**src/rtl/wag_pkg.sv**
```systemverilog
package wag_pkg;
  localparam int BLK_W_DEF = 13;
  localparam int XS_W_DEF  = 10;
  localparam int YS_W_DEF  = 16;
  localparam int OFS_W_DEF = 6;

  typedef enum logic {WALK_SEQ = 1'b0, WALK_WIN = 1'b1} walk_mode_e;
endpackage

```
**src/rtl/wag_cfg_latch.sv**
```systemverilog
module wag_cfg_latch #(
  parameter int BLK_W      = wag_pkg::BLK_W_DEF,
  parameter int XS_W       = wag_pkg::XS_W_DEF,
  parameter int YS_W       = wag_pkg::YS_W_DEF,
  parameter bit HAS_MIRROR = 1'b1
) (
  input  logic             clk,
  input  logic             rst,
  input  logic             load,
  input  logic [BLK_W-1:0] cfg_start,
  input  logic [XS_W-1:0]  cfg_xsize,
  input  logic [BLK_W-1:0] cfg_stride,
  input  logic [YS_W-1:0]  cfg_ysize,
  input  logic             cfg_win_en,
  input  logic             cfg_xmir,
  input  logic             cfg_freeze,
  output logic [BLK_W-1:0] l_start,
  output logic [XS_W-1:0]  l_xsize,
  output logic [BLK_W-1:0] l_stride,
  output logic [YS_W-1:0]  l_ysize,
  output wag_pkg::walk_mode_e l_mode,
  output logic             l_xmir,
  output logic             l_freeze
);
  logic [BLK_W-1:0] stride_m;
  logic             xmir_m, frz_m;

  // Side variant: signed stride with mirror/freeze, or unsigned stride only.
  generate
    if (HAS_MIRROR) begin : g_wr_side
      assign stride_m = cfg_stride;
      assign xmir_m   = cfg_xmir;
      assign frz_m    = cfg_freeze;
    end else begin : g_rd_side
      assign stride_m = {1'b0, cfg_stride[BLK_W-2:0]};
      assign xmir_m   = 1'b0;
      assign frz_m    = 1'b0;
    end
  endgenerate

  always_ff @(posedge clk) begin
    if (rst) begin
      l_start  <= '0;
      l_xsize  <= '0;
      l_stride <= '0;
      l_ysize  <= '0;
      l_mode   <= wag_pkg::WALK_SEQ;
      l_xmir   <= 1'b0;
      l_freeze <= 1'b0;
    end else if (load) begin
      l_start  <= cfg_start;
      l_xsize  <= cfg_xsize;
      l_stride <= stride_m;
      l_ysize  <= cfg_ysize;
      l_mode   <= cfg_win_en ? wag_pkg::WALK_WIN : wag_pkg::WALK_SEQ;
      l_xmir   <= xmir_m;
      l_freeze <= frz_m;
    end
  end

  // settings stay put between pointer resets
  a_r2_cfg_hold: assert property (@(posedge clk) disable iff (rst)
    !load |=> ($stable(l_start) && $stable(l_stride) && $stable(l_xsize)
               && $stable(l_ysize) && $stable(l_mode)));
endmodule

```
**src/rtl/wag_byte_ctr.sv**
```systemverilog
module wag_byte_ctr #(
  parameter int OFS_W = wag_pkg::OFS_W_DEF
) (
  input  logic             clk,
  input  logic             rst,
  input  logic             clr,
  input  logic             adv,
  output logic [OFS_W-1:0] ofs,
  output logic             blk_step
);
  localparam logic [OFS_W-1:0] OFS_LAST = {OFS_W{1'b1}};

  assign blk_step = adv && !clr && (ofs == OFS_LAST);

  always_ff @(posedge clk) begin
    if (rst || clr) ofs <= '0;
    else if (adv)   ofs <= ofs + 1'b1;
  end

  // one byte per strobe, wrapping at the block end
  a_r3_ofs_inc: assert property (@(posedge clk) disable iff (rst)
    (adv && !clr) |=> (ofs == OFS_W'($past(ofs) + 1'b1)));
  a_r3_ofs_idle: assert property (@(posedge clk) disable iff (rst)
    (!adv && !clr) |=> $stable(ofs));
endmodule

```
**src/rtl/wag_walker.sv**
```systemverilog
module wag_walker #(
  parameter int BLK_W = wag_pkg::BLK_W_DEF,
  parameter int XS_W  = wag_pkg::XS_W_DEF,
  parameter int YS_W  = wag_pkg::YS_W_DEF
) (
  input  logic             clk,
  input  logic             rst,
  input  logic             load,
  input  logic [BLK_W-1:0] load_start,
  input  logic             load_win,
  input  logic             step,
  input  logic [BLK_W-1:0] l_start,
  input  logic [XS_W-1:0]  l_xsize,
  input  logic [BLK_W-1:0] l_stride,
  input  logic [YS_W-1:0]  l_ysize,
  input  wag_pkg::walk_mode_e l_mode,
  input  logic             l_xmir,
  output logic [BLK_W-1:0] blk,
  output logic             in_win
);
  logic [XS_W-1:0]  col;
  logic [YS_W-1:0]  row;
  logic [BLK_W-1:0] base;
  logic             x_last, y_last;

  // A size of zero counts as one (col+1 >= size)
  assign x_last = ({1'b0, col} + 1'b1) >= {1'b0, l_xsize};
  assign y_last = ({1'b0, row} + 1'b1) >= {1'b0, l_ysize};

  always_ff @(posedge clk) begin
    if (rst) begin
      col    <= '0;
      row    <= '0;
      base   <= '0;
      blk    <= '0;
      in_win <= 1'b0;
    end else if (load) begin
      col    <= '0;
      row    <= '0;
      base   <= load_start;
      blk    <= load_win ? load_start : '0;
      in_win <= load_win;
    end else if (step) begin
      if (l_mode == wag_pkg::WALK_SEQ) begin
        blk <= blk + 1'b1;
      end else if (!x_last) begin
        col <= col + 1'b1;
        blk <= l_xmir ? blk - 1'b1 : blk + 1'b1;
      end else if (y_last) begin
        col  <= '0;
        row  <= '0;
        base <= l_start;
        blk  <= l_start;
      end else begin
        col  <= '0;
        row  <= row + 1'b1;
        base <= base + l_stride;
        blk  <= base + l_stride;
      end
    end
  end

  // the block address moves only on a block step or a reload
  a_r3_blk_hold: assert property (@(posedge clk) disable iff (rst)
    (!step && !load) |=> $stable(blk));
  // column index stays inside the row
  a_r5_col_range: assert property (@(posedge clk) disable iff (rst)
    (col == '0) || (col < l_xsize));
  // row index stays inside the window
  a_r8_row_range: assert property (@(posedge clk) disable iff (rst)
    (row == '0) || (row < l_ysize));
endmodule

```
**src/rtl/win_addr_gen.sv**
```systemverilog
module win_addr_gen #(
  parameter int BLK_W      = wag_pkg::BLK_W_DEF,
  parameter int XS_W       = wag_pkg::XS_W_DEF,
  parameter int YS_W       = wag_pkg::YS_W_DEF,
  parameter int OFS_W      = wag_pkg::OFS_W_DEF,
  parameter bit HAS_MIRROR = 1'b1
) (
  input  logic             clk,
  input  logic             rst,
  input  logic             ptr_rst,
  input  logic             adv,
  input  logic             hw_mask,
  input  logic [BLK_W-1:0] cfg_start,
  input  logic [XS_W-1:0]  cfg_xsize,
  input  logic [BLK_W-1:0] cfg_stride,
  input  logic [YS_W-1:0]  cfg_ysize,
  input  logic             cfg_win_en,
  input  logic             cfg_xmir,
  input  logic             cfg_freeze,
  output logic [BLK_W-1:0] blk_addr,
  output logic [OFS_W-1:0] byte_ofs,
  output logic             in_win,
  output logic             wr_suppress
);
  logic [BLK_W-1:0]    l_start, l_stride;
  logic [XS_W-1:0]     l_xsize;
  logic [YS_W-1:0]     l_ysize;
  wag_pkg::walk_mode_e l_mode;
  logic                l_xmir, l_freeze;
  logic                blk_step;

  wag_cfg_latch #(.BLK_W(BLK_W), .XS_W(XS_W), .YS_W(YS_W), .HAS_MIRROR(HAS_MIRROR)) u_latch (
    .clk(clk), .rst(rst), .load(ptr_rst),
    .cfg_start(cfg_start), .cfg_xsize(cfg_xsize), .cfg_stride(cfg_stride),
    .cfg_ysize(cfg_ysize), .cfg_win_en(cfg_win_en), .cfg_xmir(cfg_xmir),
    .cfg_freeze(cfg_freeze),
    .l_start(l_start), .l_xsize(l_xsize), .l_stride(l_stride), .l_ysize(l_ysize),
    .l_mode(l_mode), .l_xmir(l_xmir), .l_freeze(l_freeze)
  );

  wag_byte_ctr #(.OFS_W(OFS_W)) u_bytes (
    .clk(clk), .rst(rst), .clr(ptr_rst), .adv(adv),
    .ofs(byte_ofs), .blk_step(blk_step)
  );

  wag_walker #(.BLK_W(BLK_W), .XS_W(XS_W), .YS_W(YS_W)) u_walk (
    .clk(clk), .rst(rst), .load(ptr_rst), .load_start(cfg_start),
    .load_win(cfg_win_en), .step(blk_step),
    .l_start(l_start), .l_xsize(l_xsize), .l_stride(l_stride), .l_ysize(l_ysize),
    .l_mode(l_mode), .l_xmir(l_xmir), .blk(blk_addr), .in_win(in_win)
  );

  // Freeze replaces the hardware mask in window mode only.
  assign wr_suppress = adv && ((l_mode == wag_pkg::WALK_WIN) ? l_freeze : hw_mask);

  // a pointer reset lands on the start block or zero
  a_r2_load: assert property (@(posedge clk) disable iff (rst)
    ptr_rst |=> (blk_addr == ($past(cfg_win_en) ? $past(cfg_start) : '0)) && (byte_ofs == '0));
  // window flag follows the latched enable
  a_r11_flag: assert property (@(posedge clk) disable iff (rst)
    ptr_rst |=> (in_win == $past(cfg_win_en)));
  // no suppression without a strobe
  a_r12_idle: assert property (@(posedge clk) disable iff (rst)
    !adv |-> !wr_suppress);
endmodule

```
**config.mk**
```make
export PLATFORM = sky130hd
export DESIGN_NAME = win_addr_gen
export DESIGN_NICKNAME = d
export VERILOG_FILES = /design/src/rtl/wag_pkg.sv /design/src/rtl/wag_cfg_latch.sv /design/src/rtl/wag_byte_ctr.sv /design/src/rtl/wag_walker.sv /design/src/rtl/win_addr_gen.sv
export SDC_FILE = /design/constraint.sdc
export NUM_CORES = 1
export LEC_CHECK = 0
export BUFFER_PORTS_ARGS = -buffer_cell sky130_fd_sc_hd__buf_4
export CORE_MARGIN = 2
export CORE_UTILIZATION = 64
export DETAILED_ROUTE_END_ITERATION = 16
export MAX_ROUTING_LAYER = met4
export PLACE_DENSITY = 0.86
export SKIP_CTS_REPAIR_TIMING = 1
export SLEW_MARGIN = 20
export SYNTH_ARGS = -nofsm -noshare
export SYNTH_HDL_FRONTEND = slang
export SYNTH_SLANG_ARGS = --single-unit
```
**constraint.sdc**
```tcl
create_clock -name clk -period 7.2 [get_ports clk]
set_clock_uncertainty 0.05 [all_clocks]
set_input_delay 0 -clock clk [delete_from_list [all_inputs] [get_ports clk]]
set_output_delay 0 -clock clk [all_outputs]
set_load 0.05 [all_outputs]
```
### Yosys cells after proc, flatten, opt, wreduce, memory -nomap -nowiden

Index checks and enable logic that the tools add are counted.

* add/subtract/negate cells: 8
* $lt $le $gt $ge: 2
* shifts and indexed selects: 0
* bitwise gates (word level): 0
* div/mod/pow operators: 0
* $mul: 0
* equal/unequal tests: 1
* reduce and logical (&&, ||, !) cells: 12
* muxes and demuxes: 15

Operators with widths (number)
* 13-bit 2-to-1 mux: 11
* 16-bit by 1-bit adder with 17-bit output (second input constant): 1
* 17-bit by 16-bit >= comparator with 1-bit output: 1
* 16-bit by 1-bit adder with 16-bit output (second input constant): 1
* 16-bit 2-to-1 mux: 1
* 13-bit by 1-bit adder with 13-bit output (second input constant): 1
* 13-bit adder: 1
* 13-bit by 1-bit subtractor with 13-bit output (second input constant): 1
* 10-bit by 1-bit adder with 11-bit output (second input constant): 1
* 11-bit by 10-bit >= comparator with 1-bit output: 1
* 10-bit by 1-bit adder with 10-bit output (second input constant): 1
* 10-bit 2-to-1 mux: 1
* 6-bit by 1-bit adder with 6-bit output (second input constant): 1
* 6-bit equality test (second input constant): 1
* 3-bit AND reduction: 2
* 2-bit nonzero test: 3
* 1-bit logical AND: 3
* 1-bit 2-to-1 mux: 2
* 2-bit AND reduction: 1
* 2-bit OR reduction: 1
* 1-bit zero test: 1
* 1-bit logical OR: 1

* output and inout bits: 21
* input bits: 60
* bits in latches: 0
* bits in read-only memories: 0
* RAM bits: 0
* register bits: 114
* memories kept: 0
* word-level logic and storage cells: 51

### Longest topological paths before layout

Gate-level depths: netlist (run 1).

* depth after elaboration: 7
* depth in mapped cells: 19
* mapped depth without buffers: 16

### Modules after synthesis

A second synthesis (run 1) with hierarchy kept.

* cell total of the unflattened synthesis: 848
* area total of the unflattened synthesis: 7055.5 um2

By module, submodules not included
* wag_walker: instances 1, area an instance 4774.6 um2, sequential area each 1061.0 um2, cells each 640
* wag_cfg_latch: instances 1, area an instance 1994.4 um2, sequential area each 1101.1 um2, cells each 177
* wag_byte_ctr: instances 1, area an instance 270.3 um2, sequential area each 120.1 um2, cells each 29
* win_addr_gen: instances 1, area an instance 16.3 um2, sequential area each 0.0 um2, cells each 2

### Worst setup path before layout (run 1)

OpenSTA, ideal clock, no wires.

* path type: register -> register
* from: register u_walk.row[0]
* to: register u_walk.blk[1]
* period minus slack after synthesis: 3.870 ns
* arrival: 3.705 ns
* required time: 7.035 ns
* library setup time: 0.115 ns
* path buffers: 2
* path slack: 3.330 ns
* cell stages (with the launch flop): 19
* cells stage by stage: dfxtp_1 -> ha_1 -> nand3_1 -> nor2_1 -> and3_1 -> buf_4 -> and3_1 -> and3_1 -> xor2_1 -> ha_1 -> nand4_1 -> nor2_1 -> a211o_1 -> a221o_1 -> a21oi_2 -> buf_6 -> mux2i_1 -> a21oi_1 -> a2111oi_0

* longest elaborated chain between the ends: 7

Ends and longest elaborated chain
* start, declared: line wag_walker.sv:22 `logic [YS_W-1:0] row;`
* start signal, assigned: line wag_walker.sv:56 `row <= row + 1'b1;`
* 16-bit by 1-bit adder with 17-bit output: line wag_walker.sv:28 `assign y_last = ({1'b0, row} + 1'b1) >= {1'b0, l_ysize};`
* 17-bit by 16-bit >= comparator with 1-bit output: line wag_walker.sv:28
* 13-bit 2-to-1 mux: line wag_walker.sv:49 `end else if (y_last) begin`
* 13-bit 2-to-1 mux: line wag_walker.sv:46 `end else if (!x_last) begin`
* 13-bit 2-to-1 mux: line wag_walker.sv:44 `if (l_mode == wag_pkg::WALK_SEQ) begin`
* 13-bit 2-to-1 mux: line wag_walker.sv:43 `end else if (step) begin`
* 13-bit 2-to-1 mux: line wag_walker.sv:37 `end else if (load) begin`
* end signal, assigned: line wag_walker.sv:41 `blk <= load_win ? load_start : '0;`
* end signal, assigned: line wag_walker.sv:45 `blk <= blk + 1'b1;`
* end signal, assigned: line wag_walker.sv:48 `blk <= l_xmir ? blk - 1'b1 : blk + 1'b1;`
* end, declared: line wag_walker.sv:18 `output logic [BLK_W-1:0] blk,`

No other way between the ends. The select of a mux whose other input is x is not followed.
A chain may end at the register's enable or synchronous reset.

### Worst setup path in the final report (run 1)

* from: register u_walk.row[0]
* to: register u_walk.blk[12]

The elaborated chain is that of the path after synthesis.

==> flow_summary.ini, run 1 <==
[synthesis]
synth.cell_area_um2 = 6838
yosysUniqueCellTypes = 67
synth-seq-cells = 113
synth_edf_count = 0
ys_seq_area_share_pct = 33.08
ys.flop_type = dfxtp_1
synth_cells = 841
yosysWarningCount = 0
syn_area_per_cell_um2 = 8.131
async_flop_share_pct = 0
synth_fp_nets = 945

[global_route]
grt_overflow = 0
grt_max_degree = 83
antenna_found_initial = 0
grt_pass1_vias = 6436
grt_pass1_wl_um = 30380
grt_util_all_layers_pct = 34.08

[die]
rows = 37
dieArea_um2 = 11530
fp.dieW_um = 107.4
die_h_um = 107.4
initial_core_util_pct = 65.94
coreArea_um2 = 10370
io_pins = 81

[detailed_routing]
postRouteAntennaNets = 0
first_iter_violations = 659
vias_per_cell = 6.302
remaining_drc_errors = 0
routedWlPerCell_um = 19.03
vias = 7020
wl_um = 21190
dr.pass1.iters = 7

[sta]
hold_viol = 5
min_period_ns = 4.527
slew_viol_final = 0
setup_tns_ns = 0
holdWs_ns = -0.03244
rsz0062_at_grt = no
setup-violations-final = 0
slew_headroom_pct = 33.52
worstMarginPinSlew_ns = 0.9927
fmax_mhz = 220.9
timing.final.crit_share_pct = 62.87
setup_ws_ns = 2.673

[final_layout]
fill_cells = 602
finalNonFillerCells = 1114
syn2layout_area_growth_pct = 27.92
nets = 1069
fin_area_um2 = 8747
drive_gt1_share_pct = 12.88
utilization_pct = 84.35
n_antenna_cell = 0

[place]
gp_congestion = 0.9057
place_area_um2 = 7432
hpwl_um = 12320
place_ws_ns = 2.744
place.port_buffers = 80
dp_cells = 1010

[critical_path]
end_kind = register
worst_r2r_endpoint = u_walk.blk[12]
r2r_cells = 17
cp_max_fo = 21
worstPathRequired_ns = 7.53
arrival_ns = 4.86
rrSetupSlack_ns = 2.67
cp-start-kind = register
reg2reg_from = u_walk.row[0]
critPathKind = reg -> reg

[min_path]
hold_end = u_latch.l_ysize[15]
min_path_type = in -> reg
hold_start = ptr_rst
min_path_cells = 3

[power]
peakVddDrop_mv = 0.1889
leakagePower_nw = 3.732
power_density_nw_per_um2 = 208.6
power_mw = 1.825

[run]
drv_cap = 0

[clock_network]
cts_buffer_depth = 2
cts_buffers = 17
cts_root_buffer = clkbuf_8
cts_tree = done
cts_sinks = 113
insertion_delay_ns = 0.54
clkTransAtPathRegs_ns = 0.06
h-tree-depth = 4

[outcome]
violations = negative hold slack
status = finished with violations
-- report_power, final --
group	switching (mW)	internal (mW)	total (mW)	leakage, nW
logic	0.159	0.131	0.290	2.51
clock network	0.303	0.550	0.853	0.293
registers	0.0288	0.653	0.682	0.926
-- sequential cells by signal, summed over array words and instances, names as in the netlist --
name	flops
u_latch.l_stride	13
u_latch.l_mode	1
u_walk.row	16
u_bytes.ofs	6
u_latch.l_start	13
u_latch.l_ysize	16
u_walk.base	13
u_latch.l_xmir	1
u_latch.l_freeze	1
u_latch.l_xsize	10
u_walk.col	10
u_walk.blk	13
-- cell usage after synthesis, types with 3 or more instances --
| master | instances | area, um2 |
|---|---|---|
| dfxtp_1 | 113 | 2262 |
| nor2_1 | 106 | 397.9 |
| nand2_1 | 73 | 274.0 |
| a21oi_1 | 72 | 360.4 |
| mux2i_1 | 58 | 580.6 |
| ha_1 | 43 | 538.0 |
| clkbuf_1 | 39 | 146.4 |
| inv_1 | 37 | 138.9 |
| nand3_1 | 29 | 145.1 |
| xnor2_1 | 28 | 245.2 |
| o21ai_0 | 25 | 125.1 |
| xor2_1 | 25 | 219.0 |
| a22oi_1 | 15 | 112.6 |
| nor3_1 | 13 | 65.06 |
| o21ai_1 | 13 | 65.06 |
| nand3b_1 | 12 | 90.09 |
| and3_1 | 10 | 62.56 |
| a31oi_1 | 9 | 56.30 |
| nor4_1 | 9 | 56.30 |
| a21o_1 | 7 | 52.55 |
| nand4_1 | 7 | 43.79 |
| nor2b_1 | 7 | 43.79 |
| a211oi_1 | 5 | 37.54 |
| buf_1 | 5 | 18.77 |
| buf_2 | 5 | 25.02 |
| mux2_1 | 5 | 56.30 |
| o221ai_1 | 5 | 43.79 |
| a221oi_1 | 4 | 35.03 |
| nand2b_1 | 4 | 25.02 |
| o22ai_1 | 4 | 25.02 |
| o31ai_1 | 4 | 30.03 |
| and2_1 | 3 | 18.77 |
-- placed cells by master, fill, tap and decap left out, types with 5 or more instances in the layout --
master and count:
o221ai_1 5, inv_1 37, nand3b_1 12, a31oi_1 9, buf_4 84, nor2b_1 6, a211oi_1 5, a22oi_1 15
xnor2_1 28, mux2i_1 58, nand3_1 29, nor2_1 106, nand4_1 7, nor3_1 13, and3_1 10, clkbuf_16 16
dlygate4sd3_1 72, o21ai_0 25, dfxtp_1 113, xor2_1 25, ha_1 43, nand2_1 73, clkinv_2 6, mux2_1 5
o21ai_1 13, a21oi_1 72, nor4_1 9, a21o_1 7
-- worst max path at each step --
stage,startpoint,to,slack [ns]
6_report,u_walk.row[0],u_walk.blk[12],2.67
5_1_grt,u_walk.row[0],u_walk.blk[1],2.35
4_1_cts,u_walk.row[0],u_walk.blk[12],2.71
3_3_place_gp,u_walk.row[0],u_walk.blk[12],2.92
2_1_floorplan,u_walk.row[0],u_walk.blk[1],3.33
3_5_place_dp,u_walk.row[0],u_walk.blk[12],2.74
-- cell type report --
| cell class | count | area [um2] | area share [%] |
|---|---|---|---|
| clock buffer | 21 | 459.2 | 5.250 |
| clock inverter | 11 | 135.1 | 1.545 |
| inverter | 38 | 142.6 | 1.631 |
| multi-input combinational | 639 | 4227 | 48.32 |
| sequential | 113 | 2262 | 25.86 |
| tap | 136 | 170.2 | 1.945 |
| timing repair buffer | 156 | 1351 | 15.45 |
-- critical path: stages (launching register included) --
cell and delay (ns):
dfxtp_1 0.41, ha_1 0.26, nand3_1 0.19, nor2_1 0.28, and3_1 0.32, and3_1 0.23
and3_1 0.19, xor2_1 0.20, ha_1 0.27, nand4_1 0.11, nor2_1 0.06, a211o_1 0.27
a221o_1 0.32, a21oi_2 0.11, buf_4 0.31, mux2_4 0.36, a2111oi_4 0.33, o22ai_1 0.11
-- metal layers --
metal	up-vias	wire, um	track usage [%]
li1	3237	-	-
met1	3295	7854	38.21
met2	404	10990	58.95
met3	84	1570	7.022
met4	0	781	14.65
met5	-	0	-
-- kinds of logic after synthesis --
group	synth area share (%)
compound gates	17.62
xor+xnor	6.789
fa+ha+maj	8.161
buf+inv	5.142
flops	33.08
mux	9.698
simple gates	19.51
(Power assumes the default switching activity.)
==> run 2: changes to the inputs <==
- CORE_UTILIZATION: 64 -> 53
- PLACE_DENSITY: 0.86 -> 0.76
- clock period: 7.2 -> 3.6 ns (I/O delays scaled with it)
==> run 2 against run 1 <==
  * The flow still finishes with violations (negative hold slack)
  * Register-to-register slack lost 2.6 ns
  * Worst setup slack got worse by 2.6 ns
  * Via count down 5.4%
  * Clock power is 95% higher
  * Wire length shrank 9.4%
  * Largest power group unchanged
  * Highest routed layer unchanged
==> flow_summary.ini, run 2 (synthesized netlist as in run 1, its figures left out) <==
[place]
dp_cells = 1079
place_ws_ns = -0.06859
place.port_buffers = 80
place_area_um2 = 7786
gp_congestion = 0.8858
hpwl_um = 12340

[critical_path]
r2r_cells = 16
cp_max_fo = 4
end_kind = register
slowest_delay_ns = 0.37
critPathKind = reg -> reg
worst_r2r_endpoint = u_walk.blk[12]
path_common_cell = and3_4
worstPathRequired_ns = 3.84
rrSetupSlack_ns = 0.04
cp-start-kind = register
reg2reg_from = u_walk.row[0]
arrival_ns = 3.80
cpMaxStageDelayCell = dfxtp_4
crit_chain = ha_4 > nand3_4 > nor2_4 > and3_4 > and3_4 > and3_4 > xor2_2 > ha_1 > nand4_1 > nor2_1 > a211o_1 > a221o_1 > a21oi_4 > mux2_4 > a2111oi_4 > o22ai_1

[die]
io_pins = 81
dieArea_um2 = 13830
initial_core_util_pct = 54.18
fp.dieW_um = 117.6
die_h_um = 117.6
coreArea_um2 = 12620
rows = 41

[final_layout]
reg_top3 = u_latch.l_ysize (16), u_walk.row (16)
ff_latch_area_um2 = 2277
utilization_pct = 72.60
mostFrequentLayoutCell = buf_4
fill_cells = 964
most-common-layout-cells = buf_4 (120), dfxtp_1 (107), nor2_1 (103)
drive_gt1_share_pct = 19.28
multi_input_area_um2 = 4404
syn2layout_area_growth_pct = 33.98
n_antenna_cell = 0
fin_area_um2 = 9161
nets = 1097
finalNonFillerCells = 1178

[global_route]
grt_max_degree = 49
grt_util_all_layers_pct = 26.87
antenna_found_initial = 0
grt_overflow = 0
grt_pass1_wl_um = 29460
grt_pass1_vias = 6108

[clock_network]
h-tree-depth = 4
clkTransAtPathRegs_ns = 0.05
insertion_delay_ns = 0.42
cts_buffer_depth = 2
cts_sinks = 113
cts_buffers = 17
cts_tree = done
cts_root_buffer = clkbuf_16

[outcome]
violations = negative hold slack
status = finished with violations

[sta]
setup-violations-final = 0
rsz0062_at_grt = yes
setup_ws_ns = 0.04014
holdWs_ns = -0.007790
hold_viol = 2
slew_viol_final = 0
worstMarginPinSlew_ns = 0.9003
timing.final.crit_share_pct = 98.89
fmax_mhz = 280.9
slew_headroom_pct = 39.58
min_period_ns = 3.560
setup_tns_ns = 0

[power]
power_density_nw_per_um2 = 392.7
leakagePower_nw = 3.924
peakVddDrop_mv = 0.3135
power_mw = 3.598

[min_path]
min_path_cells = 2
min_path_type = in -> reg
hold_end = u_latch.l_stride[7]
hold_start = rst

[detailed_routing]
first_iter_violations = 469
dr.pass1.iters = 5
wl_um = 19200
vias_per_cell = 5.640
vias = 6644
routedWlPerCell_um = 16.30
postRouteAntennaNets = 0
remaining_drc_errors = 0

[run]
drv_cap = 0
[run 2: cell count changes in the layout (fill, tap and decap cells not counted), moves of 4 or more]
cell,previous run,this run
dfxtp_1,113,107
clkbuf_1,1,6
and3_4,0,4
dlygate4sd3_1,72,62
and3_1,10,6
nand3_2,0,4
buf_4,84,120
nand3_1,29,24
[run 2: cell type report]
type | instances | area share (%)
Inverter | 38 | 1.557
Clock buffer | 27 | 5.490
Timing Repair Buffer | 184 | 16.85
Tap cell | 172 | 2.349
Multi-Input combinational cell | 639 | 48.07
Sequential cell | 113 | 24.86
Clock inverter | 5 | 0.8194
[run 2: worst max-delay path by stage]
stage,end,cells after the start,from
2_1_floorplan,u_walk.blk[12],17,u_walk.row[1]
3_3_place_gp,u_walk.blk[5],17,u_walk.row[0]
3_5_place_dp,u_walk.blk[1],17,u_walk.row[1]
4_1_cts,u_walk.blk[1],17,u_walk.row[1]
5_1_grt,u_walk.blk[1],17,u_walk.row[0]
6_report,u_walk.blk[12],16,u_walk.row[0]
[run 2: worst max-delay path, delay by kind of cell (launching register included)]
family,cells,cell delay [ns]
compound gates,5,1.17
xor+xnor,1,0.15
fa+ha+maj,2,0.40
flops,1,0.37
mux,1,0.35
simple gates,7,0.92
[run 2: report_power, final]
| part | total [mW] | switching (mW) | internal, mW |
|---|---|---|---|
| logic | 0.573 | 0.302 | 0.271 |
| clock network | 1.66 | 0.576 | 1.09 |
| registers | 1.36 | 0.0572 | 1.30 |
| total | 3.60 | 0.935 | 2.66 |
[run 2: routing by layer]
metal | vias to the layer above | track usage [%] | wire [um]
met5 | - | - | 0
met4 | 0 | 10.24 | 449
met3 | 40 | 6.298 | 1025
met2 | 220 | 42.51 | 9312
met1 | 3103 | 33.47 | 8414
li1 | 3281 | - | -
==> run 3: changes to the inputs <==
- ABC_AREA: unset -> 1
- CORE_UTILIZATION: 53 -> 54
- PLACE_DENSITY: 0.76 -> 0.77
- RECOVER_POWER: unset -> 25
- SKIP_CTS_REPAIR_TIMING: 1 -> unset
==> run 3 against run 2 <==
  * The flow now finishes without violations
  * Largest power group unchanged
  * Non-clock buffer count shrank 39
  * Clock power shrank 7%
  * Worst setup slack gained 0.27 ns
  * First-iteration DRC count grew 24%
  * Final cell count grew 21%
  * Via count grew 14%
  * Synthesized cell count grew 32%
  * Global-route usage grew 1.7 points
  * Sequential power is essentially flat
  * Critical path depth grew 6
  * Utilization shrank 3.4 points
==> flow_summary.ini, run 3 <==
[final_layout]
ff_latch_area_um2 = 2266
syn2layout_area_growth_pct = 25.36
most-common-layout-cells = nand2_1 (320), inv_1 (132), dfxtp_1 (110)
drive_gt1_share_pct = 11.56
fin_area_um2 = 9129
fill_cells = 1158
nets = 1345
n_antenna_cell = 0
multi_input_area_um2 = 4405
mostFrequentLayoutCell = nand2_1
reg_top3 = u_latch.l_ysize (16), u_walk.row (16)

[sta]
setup-violations-final = 0
holdWs_ns = 0.03793
worstMarginPinSlew_ns = 0.9505
setup_tns_ns = 0
fmax_mhz = 304.0
min_period_ns = 3.290
slew_viol_final = 0
timing.final.crit_share_pct = 91.38
rsz0062_at_grt = no
hold_viol = 0
slew_headroom_pct = 36.40

[synthesis]
ys_seq_area_share_pct = 31.07
syn_area_per_cell_um2 = 6.543
synth_edf_count = 0
synthTopCellsByArea = dfxtp_1 (31%), nand2_1 (16%), ha_1 (7.4%)
ys.flop_type = dfxtp_1
synth_fp_nets = 1217
async_flop_share_pct = 0
yosys.area.top_type = dfxtp_1
synth_cells = 1113
synth.cell_area_um2 = 7282
yosysTopAreaCellShare_pct = 31.07
synth-seq-cells = 113
yosysWarningCount = 0
synth_commonest_cells = nand2_1 (320), inv_1 (132), dfxtp_1 (113)
yosysUniqueCellTypes = 41
synth.most_common_cell = nand2_1

[die]
io_pins = 81
initial_core_util_pct = 55.21
rows = 42
dieArea_um2 = 14430
die_h_um = 120.1
fp.dieW_um = 120.1
coreArea_um2 = 13190

[power]
leakagePower_nw = 4.404
peakVddDrop_mv = 0.3058
power_density_nw_per_um2 = 386.0
power_mw = 3.523

[place]
place_area_um2 = 7950
hpwl_um = 13180
place.port_buffers = 80
gp_congestion = 0.9182

[detailed_routing]
first_iter_violations = 582
remaining_drc_errors = 0
vias = 7562
postRouteAntennaNets = 0
routedWlPerCell_um = 13.92
dr.pass1.iters = 5
vias_per_cell = 5.288
wl_um = 19910

[clock_network]
cts_root_buffer = clkbuf_16
insertion_delay_ns = 0.42
h-tree-depth = 4
cts_buffer_depth = 2
cts_tree = done
cts_sinks = 113
clkTransAtPathRegs_ns = 0.05
cts_buffers = 17

[outcome]
status = finished, final reports clean

[global_route]
grt_pass1_vias = 7063
grt_util_all_layers_pct = 28.55
grt_overflow = 0
grt_pass1_wl_um = 32420
antenna_found_initial = 0
grt_max_degree = 92

[min_path]
min_path_type = in -> reg
min_path_cells = 3

[critical_path]
arrival_ns = 3.56
critPathKind = reg -> reg
r2r_cells = 22
worstPathRequired_ns = 3.87
cp-start-kind = register
cp_max_fo = 12
end_kind = register

[run]
drv_cap = 0
-- run 3: changes by cell type after synthesis, moves of 10 or more --
cell      delta
a21oi_1     +34
a22oi_1     -15
and3_1      -10
clkbuf_1    -11
inv_1       +95
mux2i_1     -58
nand2_1    +247
nand2_2     +10
nand3_1     +45
nand3b_1    -10
nor2_1      -18
o21ai_0     +46
o21ai_1     -10
xnor2_1     -16
-- run 3: cell families (layout without fill, tap and decap cells) --
| logic type | Yosys count | after routing | share of synthesized area (%) |
|---|---|---|---|
| and+or+nand+nor | 537 | 540 | 32.20 |
| AOI/OAI and AO/OA | 198 | 198 | 14.12 |
| buffers and inverters | 177 | 315 | 9.656 |
| DFF | 113 | 113 | 31.07 |
| adders and majority gates | 44 | 44 | 7.663 |
| xor gates and xnor gates | 44 | 44 | 5.292 |
-- run 3: metal layers --
layer | vias to the layer above | track usage [%] | routed length, um | share of wire, %
li1 | 3830 | - | - | -
met1 | 3464 | 35.00 | 8861 | 45
met2 | 216 | 47.05 | 9520 | 48
met3 | 52 | 5.133 | 958 | 4.8
met4 | 0 | 10.44 | 570 | 2.9
met5 | - | - | 0 | 0
-- run 3: final timing paths --
kind	to	from	slack, ns
worst max-delay path	u_walk.base[4]	u_walk.col[0]	0.31
worst min-delay path	u_latch.l_start[0]	ptr_rst	0.04
worst max register to register	u_walk.base[4]	u_walk.col[0]	0.31
worst min register to register	u_latch.l_start[6]	u_latch.l_start[6]	0.41
-- run 3: area by class of cell --
cell class,instances,share of cell area [%]
Clock inverter,11,0.9868
Sequential cell,113,24.82
Tap cell,176,2.412
Multi-Input combinational cell,826,48.26
Clock buffer,21,4.934
Timing Repair Buffer,145,12.88
Inverter,138,5.702
-- run 3: per-stage QoR --
stage	setup slack, ns	std cells	utilization (%)
floorplan	0.5512	1113	-
global placement	0.2880	1334	60.27
detailed placement	0.1977	1334	60.27
CTS	0.1250	1426	68.92
global route	0.005441	1430	69.21
finish	0.3103	1430	69.21
-- run 3: where the power goes --
part	internal (mW)	total, mW	switching, mW
combinational	0.239	0.605	0.365
clock	0.957	1.55	0.598
sequential	1.31	1.36	0.0522
-- run 3: repair_timing --
| item | 4_1_cts | 5_1_grt |
|---|---|---|
| resized for setup | 0 | 15 |
| buffers inserted | 0 | 1 |
| hold endpoints to repair | 85 | 0 |
| endpoints found under the setup margin | 0 | 42 |
| hold buffers | 60 | 0 |
-- run 3: critical path: stages, from the launching register on --
cell     delay [ns]
dfxtp_2        0.39
ha_1           0.22
nand2_2        0.08
nor2_4         0.15
nand3_1        0.10
xor2_1         0.14
inv_1          0.07
ha_1           0.29
nand2_1        0.05
inv_1          0.06
nand3_1        0.10
nor3_1         0.21
nand3_1        0.12
nand3_2        0.12
nand2_4        0.11
nor2_8         0.21
buf_4          0.21
nor2_4         0.06
buf_12         0.16
nand2_1        0.07
nand3_1        0.09
nand2_1        0.07
inv_1          0.04
